File: src/rtl/spi_cmd_pkg.sv
package spi_cmd_pkg;
    localparam int ADDR_W = 4;
    localparam logic [ADDR_W-1:0] A_OPCODE  = 4'h0;
    localparam logic [ADDR_W-1:0] A_LENGTHS = 4'h1;
    localparam logic [ADDR_W-1:0] A_CONTROL = 4'h2;
    localparam logic [ADDR_W-1:0] A_DATA    = 4'hC;
    localparam logic [ADDR_W-1:0] A_POINTER = 4'hD;
    localparam int CTL_GO      = 0;
    localparam int CTL_PTR_CLR = 4;
    localparam int LEN_W       = 4;
endpackage

File: src/rtl/spi_sck_div.sv
module spi_sck_div #(
    parameter int DIV = 2
) (
    input  logic clk,
    input  logic rst_n,
    input  logic run,
    output logic tick
);
    localparam int CW = (DIV > 1) ? $clog2(DIV) : 1;

    logic [CW-1:0] cnt_d, cnt_q;

    assign tick = run && (cnt_q == CW'(DIV - 1));

    always_comb begin
        if (!run || tick) cnt_d = '0;
        else              cnt_d = cnt_q + CW'(1);
    end

    always_ff @(posedge clk or negedge rst_n) begin
        if (!rst_n) cnt_q <= '0;
        else        cnt_q <= cnt_d;
    end
endmodule

File: src/rtl/spi_byte_fifo.sv
module spi_byte_fifo #(
    parameter int DEPTH = 8,
    parameter int PW    = $clog2(DEPTH)
) (
    input  logic          clk,
    input  logic          rst_n,
    input  logic          we,
    input  logic [PW-1:0] waddr,
    input  logic [7:0]    wdata,
    input  logic [PW-1:0] raddr_a,
    output logic [7:0]    rdata_a,
    input  logic [PW-1:0] raddr_b,
    output logic [7:0]    rdata_b
);
    logic [7:0] mem_q [DEPTH];

    assign rdata_a = mem_q[raddr_a];
    assign rdata_b = mem_q[raddr_b];

    always_ff @(posedge clk or negedge rst_n) begin
        if (!rst_n) begin
            for (int i = 0; i < DEPTH; i++) mem_q[i] <= '0;
        end else if (we) begin
            mem_q[waddr] <= wdata;
        end
    end
endmodule

File: src/rtl/spi_cmd_engine.sv
module spi_cmd_engine #(
    parameter int CLK_DIV    = 2,
    parameter int FIFO_DEPTH = 8
) (
    input  logic       clk,
    input  logic       rst_n,
    input  logic [3:0] reg_addr,
    input  logic       reg_wr,
    input  logic       reg_rd,
    input  logic [7:0] reg_wdata,
    output logic [7:0] reg_rdata,
    output logic       spi_sck,
    output logic       spi_cs_n,
    output logic       spi_mosi,
    input  logic       spi_miso
);
    import spi_cmd_pkg::*;

    localparam int PTR_W = $clog2(FIFO_DEPTH);
    localparam int IDX_W = $clog2(2 * (1 << LEN_W));

    typedef struct packed {
        logic             busy;
        logic [7:0]       opcode;
        logic [LEN_W-1:0] rx_n;
        logic [LEN_W-1:0] tx_n;
        logic [PTR_W-1:0] ptr;
        logic             sck;
        logic             cs_n;
        logic [7:0]       tx_sh;
        logic [7:0]       rx_sh;
        logic [2:0]       bit_n;
        logic [IDX_W-1:0] byte_n;
    } eng_t;

    eng_t st_d, st_q;

    logic             tick;
    logic             buf_we;
    logic [PTR_W-1:0] buf_wa;
    logic [7:0]       buf_wd;
    logic [7:0]       buf_host_rd;
    logic [7:0]       buf_next_tx;
    logic [IDX_W-1:0] last_idx;
    logic [IDX_W-1:0] next_idx;

    // signals for the bound checker
    logic       busy_w;
    logic [7:0] counts_w;
    assign busy_w   = st_q.busy;
    assign counts_w = {st_q.rx_n, st_q.tx_n};

    spi_sck_div #(.DIV(CLK_DIV)) u_div (
        .clk  (clk),
        .rst_n(rst_n),
        .run  (st_q.busy),
        .tick (tick)
    );

    spi_byte_fifo #(.DEPTH(FIFO_DEPTH), .PW(PTR_W)) u_buf (
        .clk    (clk),
        .rst_n  (rst_n),
        .we     (buf_we),
        .waddr  (buf_wa),
        .wdata  (buf_wd),
        .raddr_a(st_q.ptr),
        .rdata_a(buf_host_rd),
        .raddr_b(PTR_W'(st_q.byte_n)),
        .rdata_b(buf_next_tx)
    );

    assign last_idx = IDX_W'(st_q.tx_n) + IDX_W'(st_q.rx_n);
    assign next_idx = st_q.byte_n + IDX_W'(1);

    always_comb begin
        st_d   = st_q;
        buf_we = 1'b0;
        buf_wa = st_q.ptr;
        buf_wd = reg_wdata;
        if (!st_q.busy) begin
            if (reg_wr) begin
                case (reg_addr)
                    A_OPCODE:  st_d.opcode = reg_wdata;
                    A_LENGTHS: {st_d.rx_n, st_d.tx_n} = reg_wdata;
                    A_DATA: begin
                        buf_we   = 1'b1;
                        st_d.ptr = st_q.ptr + PTR_W'(1);
                    end
                    A_CONTROL: begin
                        if (reg_wdata[CTL_PTR_CLR]) st_d.ptr = '0;
                        if (reg_wdata[CTL_GO]) begin
                            st_d.busy   = 1'b1;
                            st_d.cs_n   = 1'b0;
                            st_d.sck    = 1'b0;
                            st_d.tx_sh  = st_q.opcode;
                            st_d.bit_n  = '0;
                            st_d.byte_n = '0;
                        end
                    end
                    default: ;
                endcase
            end else if (reg_rd && reg_addr == A_DATA) begin
                st_d.ptr = st_q.ptr + PTR_W'(1);
            end
        end else if (tick) begin
            if (!st_q.sck) begin
                st_d.sck   = 1'b1;
                st_d.rx_sh = {st_q.rx_sh[6:0], spi_miso};
            end else begin
                st_d.sck   = 1'b0;
                st_d.bit_n = st_q.bit_n + 3'd1;
                if (st_q.bit_n == 3'd7) begin
                    if (st_q.byte_n > IDX_W'(st_q.tx_n)) begin
                        buf_we = 1'b1;
                        buf_wa = PTR_W'(st_q.byte_n - IDX_W'(1));
                        buf_wd = st_q.rx_sh;
                    end
                    if (st_q.byte_n == last_idx) begin
                        st_d.busy  = 1'b0;
                        st_d.cs_n  = 1'b1;
                        st_d.tx_sh = '0;
                    end else begin
                        st_d.byte_n = next_idx;
                        st_d.tx_sh  = (next_idx <= IDX_W'(st_q.tx_n)) ? buf_next_tx : 8'h00;
                    end
                end else begin
                    st_d.tx_sh = {st_q.tx_sh[6:0], 1'b0};
                end
            end
        end
    end

    always_ff @(posedge clk or negedge rst_n) begin
        if (!rst_n) begin
            st_q      <= '0;
            st_q.cs_n <= 1'b1;
        end else begin
            st_q <= st_d;
        end
    end

    always_comb begin
        case (reg_addr)
            A_OPCODE:  reg_rdata = st_q.opcode;
            A_LENGTHS: reg_rdata = {st_q.rx_n, st_q.tx_n};
            A_CONTROL: reg_rdata = {7'b0, st_q.busy};
            A_DATA:    reg_rdata = buf_host_rd;
            A_POINTER: reg_rdata = {{(8 - PTR_W){1'b0}}, st_q.ptr};
            default:   reg_rdata = 8'h00;
        endcase
    end

    assign spi_sck  = st_q.sck;
    assign spi_cs_n = st_q.cs_n;
    assign spi_mosi = st_q.tx_sh[7];
endmodule

File: config.mk
export PLATFORM = sky130hd
export DESIGN_NAME = spi_cmd_engine
export DESIGN_NICKNAME = d
export VERILOG_FILES = /design/src/rtl/spi_cmd_pkg.sv /design/src/rtl/spi_sck_div.sv /design/src/rtl/spi_byte_fifo.sv /design/src/rtl/spi_cmd_engine.sv
export SDC_FILE = /design/constraint.sdc
export NUM_CORES = 1
export LEC_CHECK = 0
export BUFFER_PORTS_ARGS = -buffer_cell sky130_fd_sc_hd__buf_2
export CAP_MARGIN = 20
export CORE_MARGIN = 2
export CORE_UTILIZATION = 56
export DETAILED_ROUTE_END_ITERATION = 7
export GPL_TIMING_DRIVEN = 0
export PLACE_DENSITY = 0.76
export SLEW_MARGIN = 20
export SYNTH_ARGS = -nofsm -noshare
export SYNTH_HDL_FRONTEND = slang
export SYNTH_HIERARCHICAL = 1
export SYNTH_SLANG_ARGS = --single-unit
File: constraint.sdc
create_clock -name clk -period 3 [get_ports clk]
set_input_delay 0.6 -clock clk [delete_from_list [all_inputs] [get_ports clk]]
set_output_delay 0.6 -clock clk [all_outputs]
set_load 0.02 [all_outputs]
==> results of run 1 <==
==> cells by family after synthesis <==
family | Yosys count | synth area share [%]
xor gates and xnor gates | 10 | 1.36
DFF | 111 | 43.2
buffers and inverters | 42 | 3.44
AOI/OAI and AO/OA | 69 | 7.83
adders and majority gates | 18 | 3.62
and+or+nand+nor | 80 | 7.60
muxes | 147 | 33.0
==> worst max path at each step <==
stage	from	end	slack, ns	depth (start not counted)
detailed placement	st_q[0]$_DFFE_PN0P_	u_buf/mem_q[61]$_DFFE_PN0P_	-0.72	12
global placement	st_q[0]$_DFFE_PN0P_	u_buf/mem_q[56]$_DFFE_PN0P_	-0.66	12
finish	st_q[0]$_DFFE_PN0P_	u_buf/mem_q[26]$_DFFE_PN0P_	-0.23	12
floorplan	counts_w[1]$_DFFE_PN0P_	u_buf/mem_q[56]$_DFFE_PN0P_	-0.01	12
global route	counts_w[1]$_DFFE_PN0P_	u_buf/mem_q[26]$_DFFE_PN0P_	-0.27	12
CTS	st_q[26]$_DFFE_PN0P_	reg_rdata[6]	-0.11	8
==> power by group through the flow <==
stage / registers, mW / clock network, mW / logic [mW]
final: 1.98 / 1.15 / 1.52
after detailed placement: 1.99 / 0 / 1.21
after CTS: 1.97 / 1.16 / 1.42
after global routing: 2.01 / 1.23 / 1.62
after floorplan: 1.93 / 0 / 0.905
after global placement: 1.97 / 0 / 1.17
==> layout by cell type (no fill, tap or decap), types with 4 or more instances in the layout <==
master	count
nand4b_1	4
buf_4	21
clkbuf_16	9
nand3_1	6
o22ai_1	6
o21a_1	4
dfrtp_1	105
mux2_4	42
a21oi_1	7
mux4_1	18
inv_1	13
nand2_1	16
nor2_1	11
mux2_2	72
xnor2_1	6
dfrtp_2	5
nand4_1	6
and3_1	6
clkbuf_1	8
buf_6	22
o21ai_0	11
a222oi_1	5
xor2_1	4
buf_2	23
mux4_2	14
ha_1	16
nor2b_1	10
==> routing by layer <==
layer | global-route usage (%) | share of wire [%] | up-vias
met2 | 45.4 | 49 | 197
met1 | 37.9 | 42 | 2396
li1 | - | - | 1971
met4 | 8.64 | 2.9 | 0
met3 | 6.23 | 6.4 | 42
met5 | 0 | 0 | -
==> final cells by class <==
| class | instances | area, sq um |
|---|---|---|
| clock inverters | 5 | 41.3 |
| multi-input cells | 324 | 3660 |
| inverters | 15 | 56.3 |
| well taps | 143 | 179 |
| plain buffers | 24 | 204 |
| flip-flops and latches | 111 | 2790 |
| fillers | 759 | 3660 |
| repair buffers | 57 | 502 |
| clock buffers | 11 | 233 |
==> timing repair <==
| action | in CTS | in global routing |
|---|---|---|
| setup buffers | 25 | 5 |
| endpoints found under the setup margin | 72 | 61 |
| cloned | 1 | 0 |
| pin swaps | 15 | 11 |
| resized for setup | 86 | 32 |
==> stage by stage <==
stage / setup slack [ns] / hold WS [ns] / setup TNS, ns / utilization, % / instances
2_1_floorplan: -0.0120 / 0.304 / -0.0838 / - / 477
3_3_place_gp: -0.662 / 0.476 / -32.66 / 59.8 / 646
3_5_place_dp: -0.725 / 0.481 / -37.84 / 60.1 / 647
4_1_cts: -0.114 / 0.163 / -1.03 / 66.2 / 685
5_1_grt: -0.270 / 0.176 / -5.24 / 67.7 / 690
6_report: -0.227 / 0.150 / -2.65 / 67.7 / 690
==> worst register-to-register path: stages (launching register included) <==
cell and delay [ns]:
dfrtp_2 0.40, inv_1 0.13, ha_1 0.23, nor2b_1 0.11, o21a_1 0.12, o21a_1 0.13, o21ai_2 0.08, a211oi_4 0.33
buf_8 0.18, mux2_4 0.36, nor4bb_1 0.40, buf_4 0.32, mux2_4 0.34
==> sequential cells by signal (all words and copies together), names as in the netlist <==
| register | flops |
|---|---|
| spi_cs_n | 1 |
| counts_w | 8 |
| spi_sck | 1 |
| spi_mosi | 1 |
| busy_w | 1 |
| st_q | 34 |
| u_div/cnt_q | 1 |
| u_buf/mem_q | 64 |
==> out/qor_table.md, run 1 <==
| Item | Value | Unit |
|:---|:---|:---|
| Outcome | complete, but fails checks | - |
| Violations in the final reports | setup timing | - |
| Standard-cell row count | 39 | - |
| Instance area at placement | 0.00681 | sq mm |
| Synth cell count leaders | 114 x mux2_2, 110 x dfrtp_1, 29 x mux4_1 | - |
| Final clock period utilization by the worst path | 108 | % |
| Delay contributed by the slowest stage of the critical path | 0.40 | ns |
| Internal cell power | 3.17 | mW |
| Area enclosed by the die boundary | 0.0124 | sq mm |
| Sort of element at the end of the critical path | flip-flop | - |
| Switching part of the total | 32.1 | % |
| First-pass GRT wire length | 26500 | microns |
| Cell area after layout | 0.00766 | sq mm |
| Top post-synthesis cells by area | dfrtp_1 43%, mux2_2 20%, mux4_1 12%, ha_1 3.3%, o21ai_0 1.1% | - |
| Initial core utilization | 56.9 | % |
| Worst-margin pin slew | 1.06 | ns |
| Maximum number of pins on one net before global-route repair | 70 | - |
| Maximum VDD drop | 0.000479 | V |
| Number of enable flip-flop cells after synthesis | 0 | - |
| Number of design rule violations left after detail routing | 0 | - |
| Core region area | 0.0113 | sq mm |
| Fraction of post-synthesis cell area in the top cell type by area | 42.8 | % |
| Smallest setup slack after layout | -0.227 | ns |
| Setup skew after layout | 0.00876 | ns |
| Number of buffers and inverters on the critical path | 3 | - |
| Count of TritonRoute iterations in the first routing pass | 5 | - |
| Vias in the first global route | 4691 | - |
| Vias per Instance | 6.68 | - |
| Setup violators final | 39 | - |
| Share of the yosys chip area belonging to registers | 43.2 | % |
| CP Class | flip-flop to flip-flop | - |
| Areal power density over the cells | 608 | mW/mm^2 |
| Count of final hold-check violations | 0 | - |
| Final period demand of the worst path | 3.23 | ns |
| WL/cell | 24.3 | microns |
| Kind of launch point of the worst setup path | flip-flop | - |
| Number of vias in the routed layout | 4606 | - |
| GR Overflow Total | 0 | - |
| Internal reg-to-reg setup slack | -0.23 | ns |
| Max Fanout on Critical Path | 8 | - |
| CTS tree | built | - |
| Max Freq | 0.310 | GHz |
| Distinct cells, synth | 57 | - |
| Cell type with the largest total area after synthesis | dfrtp_1 | - |
| Number of hold buffers added after cts | 0 | - |
| YS warnings | 6 | - |
| Most used standard cell by instance count after synthesis | mux2_2 | - |
| Worst slew margin | 29.0 | % |
| Worst reg-to-reg path cell count | 12 | - |
| Worst hold path type | primary input to asynchronous set/reset pin | - |
| Antenna Cells | 0 | - |
| Number of antenna violations at the first check in global routing | 0 | - |
| Endpoint of the worst-slack reg-to-reg timing path | u_buf/mem_q[26]$_DFFE_PN0P_ | - |
| Number of max-capacitance violations reported | 0 | - |
| Unrepaired setup endpoints after global routing | true | - |
| Half-perimeter wire length of the detailed placement result | 10800 | microns |
| Number of buffers added by the clock tree synthesis step | 9 | - |
| Clock sink count | 111 | - |
| Share of post-route cells with drive strength above 1 | 46.4 | % |
| Final Max Tran Viols | 0 | - |
| Slowest cell on the critical path | dfrtp_2 | - |
| Proportion of synthesized flip-flops having asynchronous set or reset | 100 | % |
| Weighted congestion at the end of routability-driven global placement | 0.898 | - |
| Part of the total power dissipated in sequential elements | 42.5 | % |
| Number of nets in the layout | 577 | - |
| Crit-path cells | inv_1 > ha_1 > nor2b_1 > o21a_1 > o21a_1 > o21ai_2 > a211oi_4 > buf_8 > mux2_4 > nor4bb_1 > buf_4 > mux2_4 | - |
| Register clock-pin slew on the reported worst setup and hold paths | 0.08 | ns |
| Overall fraction of global-route tracks in use | 28.0 | % |
| Chip Width | 111 | microns |
| Crit path arrival time | 3.48 | ns |
| Clock latency on the worst-skew pair | 0.37 | ns |
| Reg2reg start | st_q[0]$_DFFE_PN0P_ | - |
| Data required time at the worst endpoint | 3.25 | ns |
| Area overhead of the layout relative to synthesis | 19.0 | % |
| Synthesized instance count | 477 | - |
| Clock Root Buffer | clkbuf_16 | - |
| Most common flop cell mapped by yosys | dfrtp_1 | - |
| Io pins | 28 | - |
| Combinational power share | 32.7 | % |
| Number of violations reported at the end of detailed-routing iteration 0 | 442 | - |
| Yosys reg bits | 111 | - |
| Post-synthesis average cell area | 13.5 | sq um |
| Wirelength, routed | 16800 | microns |
| Net count after synthesis | 512 | - |
| Cell area after synthesis | 0.00644 | sq mm |
| H-tree levels | 3 | - |
| Dominant delay contributor by cell family on the critical path | multiplexers | - |
| Net switching power of the design | 1.49 | mW |
| Antenna Violating Nets Remaining | 0 | - |
| Clock network power share | 24.8 | % |
| Total power | 4.66 | mW |
| Number of buffers on the longest clock path | 2 | - |
| Height of the die | 111 | microns |
| Leakage | 3.52 | nW |
| Number of buffers added on ports | 26 | - |
No activity file was read; power rests on OpenSTA's default activity.
==> run 2, diff against run 1 <==
--- a/config.mk
+++ b/config.mk
@@ -7,11 +7,13 @@
 export LEC_CHECK = 0
 export BUFFER_PORTS_ARGS = -buffer_cell sky130_fd_sc_hd__buf_2
 export CAP_MARGIN = 20
+export CELL_PAD_IN_SITES_DETAIL_PLACEMENT = 0
+export CELL_PAD_IN_SITES_GLOBAL_PLACEMENT = 1
 export CORE_MARGIN = 2
-export CORE_UTILIZATION = 56
+export CORE_UTILIZATION = 47
 export DETAILED_ROUTE_END_ITERATION = 7
 export GPL_TIMING_DRIVEN = 0
-export PLACE_DENSITY = 0.76
+export PLACE_DENSITY_LB_ADDON = 0.1
 export SLEW_MARGIN = 20
 export SYNTH_ARGS = -nofsm -noshare
 export SYNTH_HDL_FRONTEND = slang
==> run 2 against run 1 <==
Effect of this change: critical endpoint is now reg_rdata[5]; count of clock-buffer cells in the layout decreased by 1; total power rose by 1.2%; the run still ends with setup timing left; utilization fell by 10 points; hold slack better by 0.012 ns; first-iteration DRC count shrank 12%; final area hardly changed; register-to-register slack improved by 0.23 ns; die area grew 18%; flip-flop and latch count did not move; global-route usage down 3.6 points; clock power up 16%; largest cell class unchanged.
==> out/qor_table.md, run 2 (synthesis gave the netlist of run 1 again) <==
| Item | Value | Unit | vs previous |
|:---|:---|:---|:---|
| Area overhead of the layout relative to synthesis | 19.0 | % | about the same |
| Violations in the final reports | setup timing | - | unchanged |
| CP Class | flip-flop to output port | - | was flip-flop to flip-flop |
| Max reg flops | 64 | - | unchanged |
| Io pins | 28 | - | unchanged |
| Antenna Cells | 0 | - | unchanged |
| Number of standard cells in the layout, taps in and fillers out | 720 | - | was 690 |
| Share of post-route cells with drive strength above 1 | 43.9 | % | was 46.4% |
| Total power | 4.72 | mW | was 4.66 mW |
| Endpoint of the worst-slack reg-to-reg timing path | u_buf/mem_q[27]$_DFFE_PN0P_ | - | was u_buf/mem_q[26]$_DFFE_PN0P_ |
| Height of the die | 121 | microns | was 111 microns |
| Areal power density over the cells | 616 | mW/mm^2 | was 608 mW/mm^2 |
| Initial core utilization | 48.4 | % | was 56.9% |
| Commonest non-fill, non-tap cell in the layout | dfrtp_1 | - | unchanged |
| Clock latency on the worst-skew pair | 0.36 | ns | was 0.37 ns |
| Internal cell power | 3.27 | mW | was 3.17 mW |
| Reg2reg start | st_q[1]$_DFFE_PN0P_ | - | was st_q[0]$_DFFE_PN0P_ |
| Overall fraction of global-route tracks in use | 24.4 | % | was 28.0% |
| Post-placement cell count | 680 | - | was 647 |
| Data required time at the worst endpoint | 2.40 | ns | was 3.25 ns |
| Number of nets in the layout | 574 | - | was 577 |
| Sort of element at the end of the critical path | output port | - | was flip-flop |
| Register clock-pin slew on the reported worst setup and hold paths | 0.08 | ns | about the same |
| Combinational power share | 30.0 | % | was 32.7% |
| Top library cells by usage in the layout, fill and taps aside | 105 x dfrtp_1, 79 x mux2_2, 35 x mux2_4 | - | was 105 x dfrtp_1, 72 x mux2_2, 42 x mux2_4 |
| Final Max Tran Viols | 0 | - | unchanged |
| CTS tree | built | - | unchanged |
| Worst slack on hold paths | 0.162 | ns | was 0.150 ns |
| Worst slew margin | 33.9 | % | was 29.0% |
| Final period demand of the worst path | 3.13 | ns | was 3.23 ns |
| Fill cells | 1060 | - | was 759 |
| Wirelength, routed | 16800 | microns | about the same |
| Core region area | 0.0133 | sq mm | was 0.0113 sq mm |
| First-pass GRT wire length | 26600 | microns | was 26500 microns |
| Unrepaired setup endpoints after global routing | true | - | unchanged |
| Setup skew after layout | 0.00809 | ns | was 0.00876 ns |
| Area enclosed by the die boundary | 0.0146 | sq mm | was 0.0124 sq mm |
| Number of buffers added by the clock tree synthesis step | 9 | - | unchanged |
| Antenna Violating Nets Remaining | 0 | - | unchanged |
| Number of hold buffers added after cts | 0 | - | unchanged |
| Number of max-capacitance violations reported | 0 | - | unchanged |
| Count of TritonRoute iterations in the first routing pass | 5 | - | unchanged |
| WL/cell | 23.3 | microns | was 24.3 microns |
| Number of buffers added on ports | 26 | - | unchanged |
| Worst-margin pin slew | 0.988 | ns | was 1.06 ns |
| Kind of launch point of the worst setup path | flip-flop | - | unchanged |
| Final clock period utilization by the worst path | 104 | % | was 108% |
| Clock network power share | 28.2 | % | was 24.8% |
| Vias per Instance | 6.11 | - | was 6.68 |
| Vias in the first global route | 4546 | - | was 4691 |
| Top register by number of flip-flops | u_buf/mem_q | - | unchanged |
| Outcome | complete, but fails checks | - | unchanged |
| Number of vias in the routed layout | 4397 | - | was 4606 |
| Leakage | 3.54 | nW | was 3.52 nW |
| Part of the total power dissipated in sequential elements | 41.7 | % | was 42.5% |
| Net switching power of the design | 1.44 | mW | was 1.49 mW |
| Switching part of the total | 30.6 | % | was 32.1% |
| Clock Root Buffer | clkbuf_16 | - | unchanged |
| Standard-cell row count | 42 | - | was 39 |
| H-tree levels | 3 | - | unchanged |
| Worst hold path type | primary input to asynchronous set/reset pin | - | unchanged |
| Half-perimeter wire length of the detailed placement result | 11500 | microns | was 10800 microns |
| Number of buffers on the longest clock path | 2 | - | unchanged |
| Maximum number of pins on one net before global-route repair | 68 | - | was 70 |
| Setup violators final | 7 | - | was 39 |
| Chip Width | 121 | microns | was 111 microns |
| Maximum VDD drop | 0.000539 | V | was 0.000479 V |
| Number of design rule violations left after detail routing | 0 | - | unchanged |
| Internal reg-to-reg setup slack | 0 | ns | was -0.23 ns |
| Max Freq | 0.319 | GHz | was 0.310 GHz |
| Max Fanout on Critical Path | 8 | - | unchanged |
| Clock sink count | 111 | - | unchanged |
| Worst reg-to-reg path cell count | 11 | - | was 12 |
| Number of antenna violations at the first check in global routing | 0 | - | unchanged |
| GR Overflow Total | 0 | - | unchanged |
| Weighted congestion at the end of routability-driven global placement | 0.857 | - | was 0.898 |
| Count of final hold-check violations | 0 | - | unchanged |
| Crit path arrival time | 2.53 | ns | was 3.48 ns |
| Smallest setup slack after layout | -0.134 | ns | was -0.227 ns |
| Number of violations reported at the end of detailed-routing iteration 0 | 387 | - | was 442 |
==> run 2: changes by cell type in the layout (fill, tap and decap cells not counted), sizes merged <==
cell / change
inv: +1
bufinv: +2
clkinv: -1
buf: -3
clkbuf: -1
clkinvlp: -1
==> run 2: critical path, cell delays in order, from the launching register on <==
cell and delay (ns):
dfrtp_2 0.39, buf_8 0.12, buf_12 0.13, buf_4 0.11, mux4_1 0.53, mux2_2 0.30
a222oi_1 0.35, inv_1 0.07, buf_2 0.17
==> run 2: worst max path at each step <==
stage	slack [ns]	cells past startpoint	start	endpoint
after global placement	-0.89	12	st_q[0]$_DFFE_PN0P_	u_buf/mem_q[56]$_DFFE_PN0P_
after floorplan	-0.01	12	counts_w[1]$_DFFE_PN0P_	u_buf/mem_q[56]$_DFFE_PN0P_
after detailed placement	-0.92	12	st_q[0]$_DFFE_PN0P_	u_buf/mem_q[61]$_DFFE_PN0P_
final	-0.13	8	st_q[26]$_DFFE_PN0P_	reg_rdata[5]
after global routing	-0.21	7	st_q[28]$_DFFE_PN0P_	reg_rdata[4]
after CTS	-0.12	7	st_q[26]$_DFFE_PN0P_	reg_rdata[4]
==> run 2: final cells by class <==
cell class | count | area (sq um) | share of cell area [%]
Multi-Input combinational cell | 324 | 3640 | 47.5
Tap cell | 176 | 220 | 2.88
Clock buffer | 10 | 229 | 2.99
Inverter | 15 | 56.3 | 0.735
Timing Repair Buffer | 54 | 433 | 5.65
Buffer | 24 | 195 | 2.55
Clock inverter | 6 | 100 | 1.31
Sequential cell | 111 | 2790 | 36.4
==> run 2: timing repair <==
item | 4_1_cts | 5_1_grt
resized for setup | 56 | 27
endpoints found under the hold margin | 0 | 0
setup buffers | 22 | 5
endpoints found under the setup margin | 72 | 77
pin swaps | 12 | 9
==> run 2: metal layers <==
metal / vias up / global-route usage, % / wire, microns / part of all wire [%]
li1: 1970 / - / - / -
met1: 2309 / 32.1 / 7360 / 44
met2: 101 / 42.0 / 8600 / 51
met3: 17 / 4.23 / 607 / 3.6
met4: 0 / 5.89 / 214 / 1.3
met5: - / 0 / 0 / 0
==> run 2: power by group through the flow <==
stage / Sequential [mW] / Combinational [mW] / Clock (mW)
after detailed placement: 2.00 / 1.22 / 0
after CTS: 1.96 / 1.35 / 1.36
after global routing: 2.01 / 1.54 / 1.42
final: 1.97 / 1.42 / 1.33
after floorplan: 1.93 / 0.905 / 0
after global placement: 1.98 / 1.19 / 0
==> run 2: metrics by stage <==
stage                     cell area, sq um  setup TNS, ns  worst slack (ns)  util (%)
after detailed placement              6850         -45.91            -0.922      51.5
after global placement                6810         -44.47            -0.891      51.2
after CTS                             7530          -1.46            -0.120      56.6
final                                 7660         -0.572            -0.134      57.6
after global routing                  7660          -2.93            -0.210      57.6
after floorplan                       6460        -0.0838           -0.0120         -
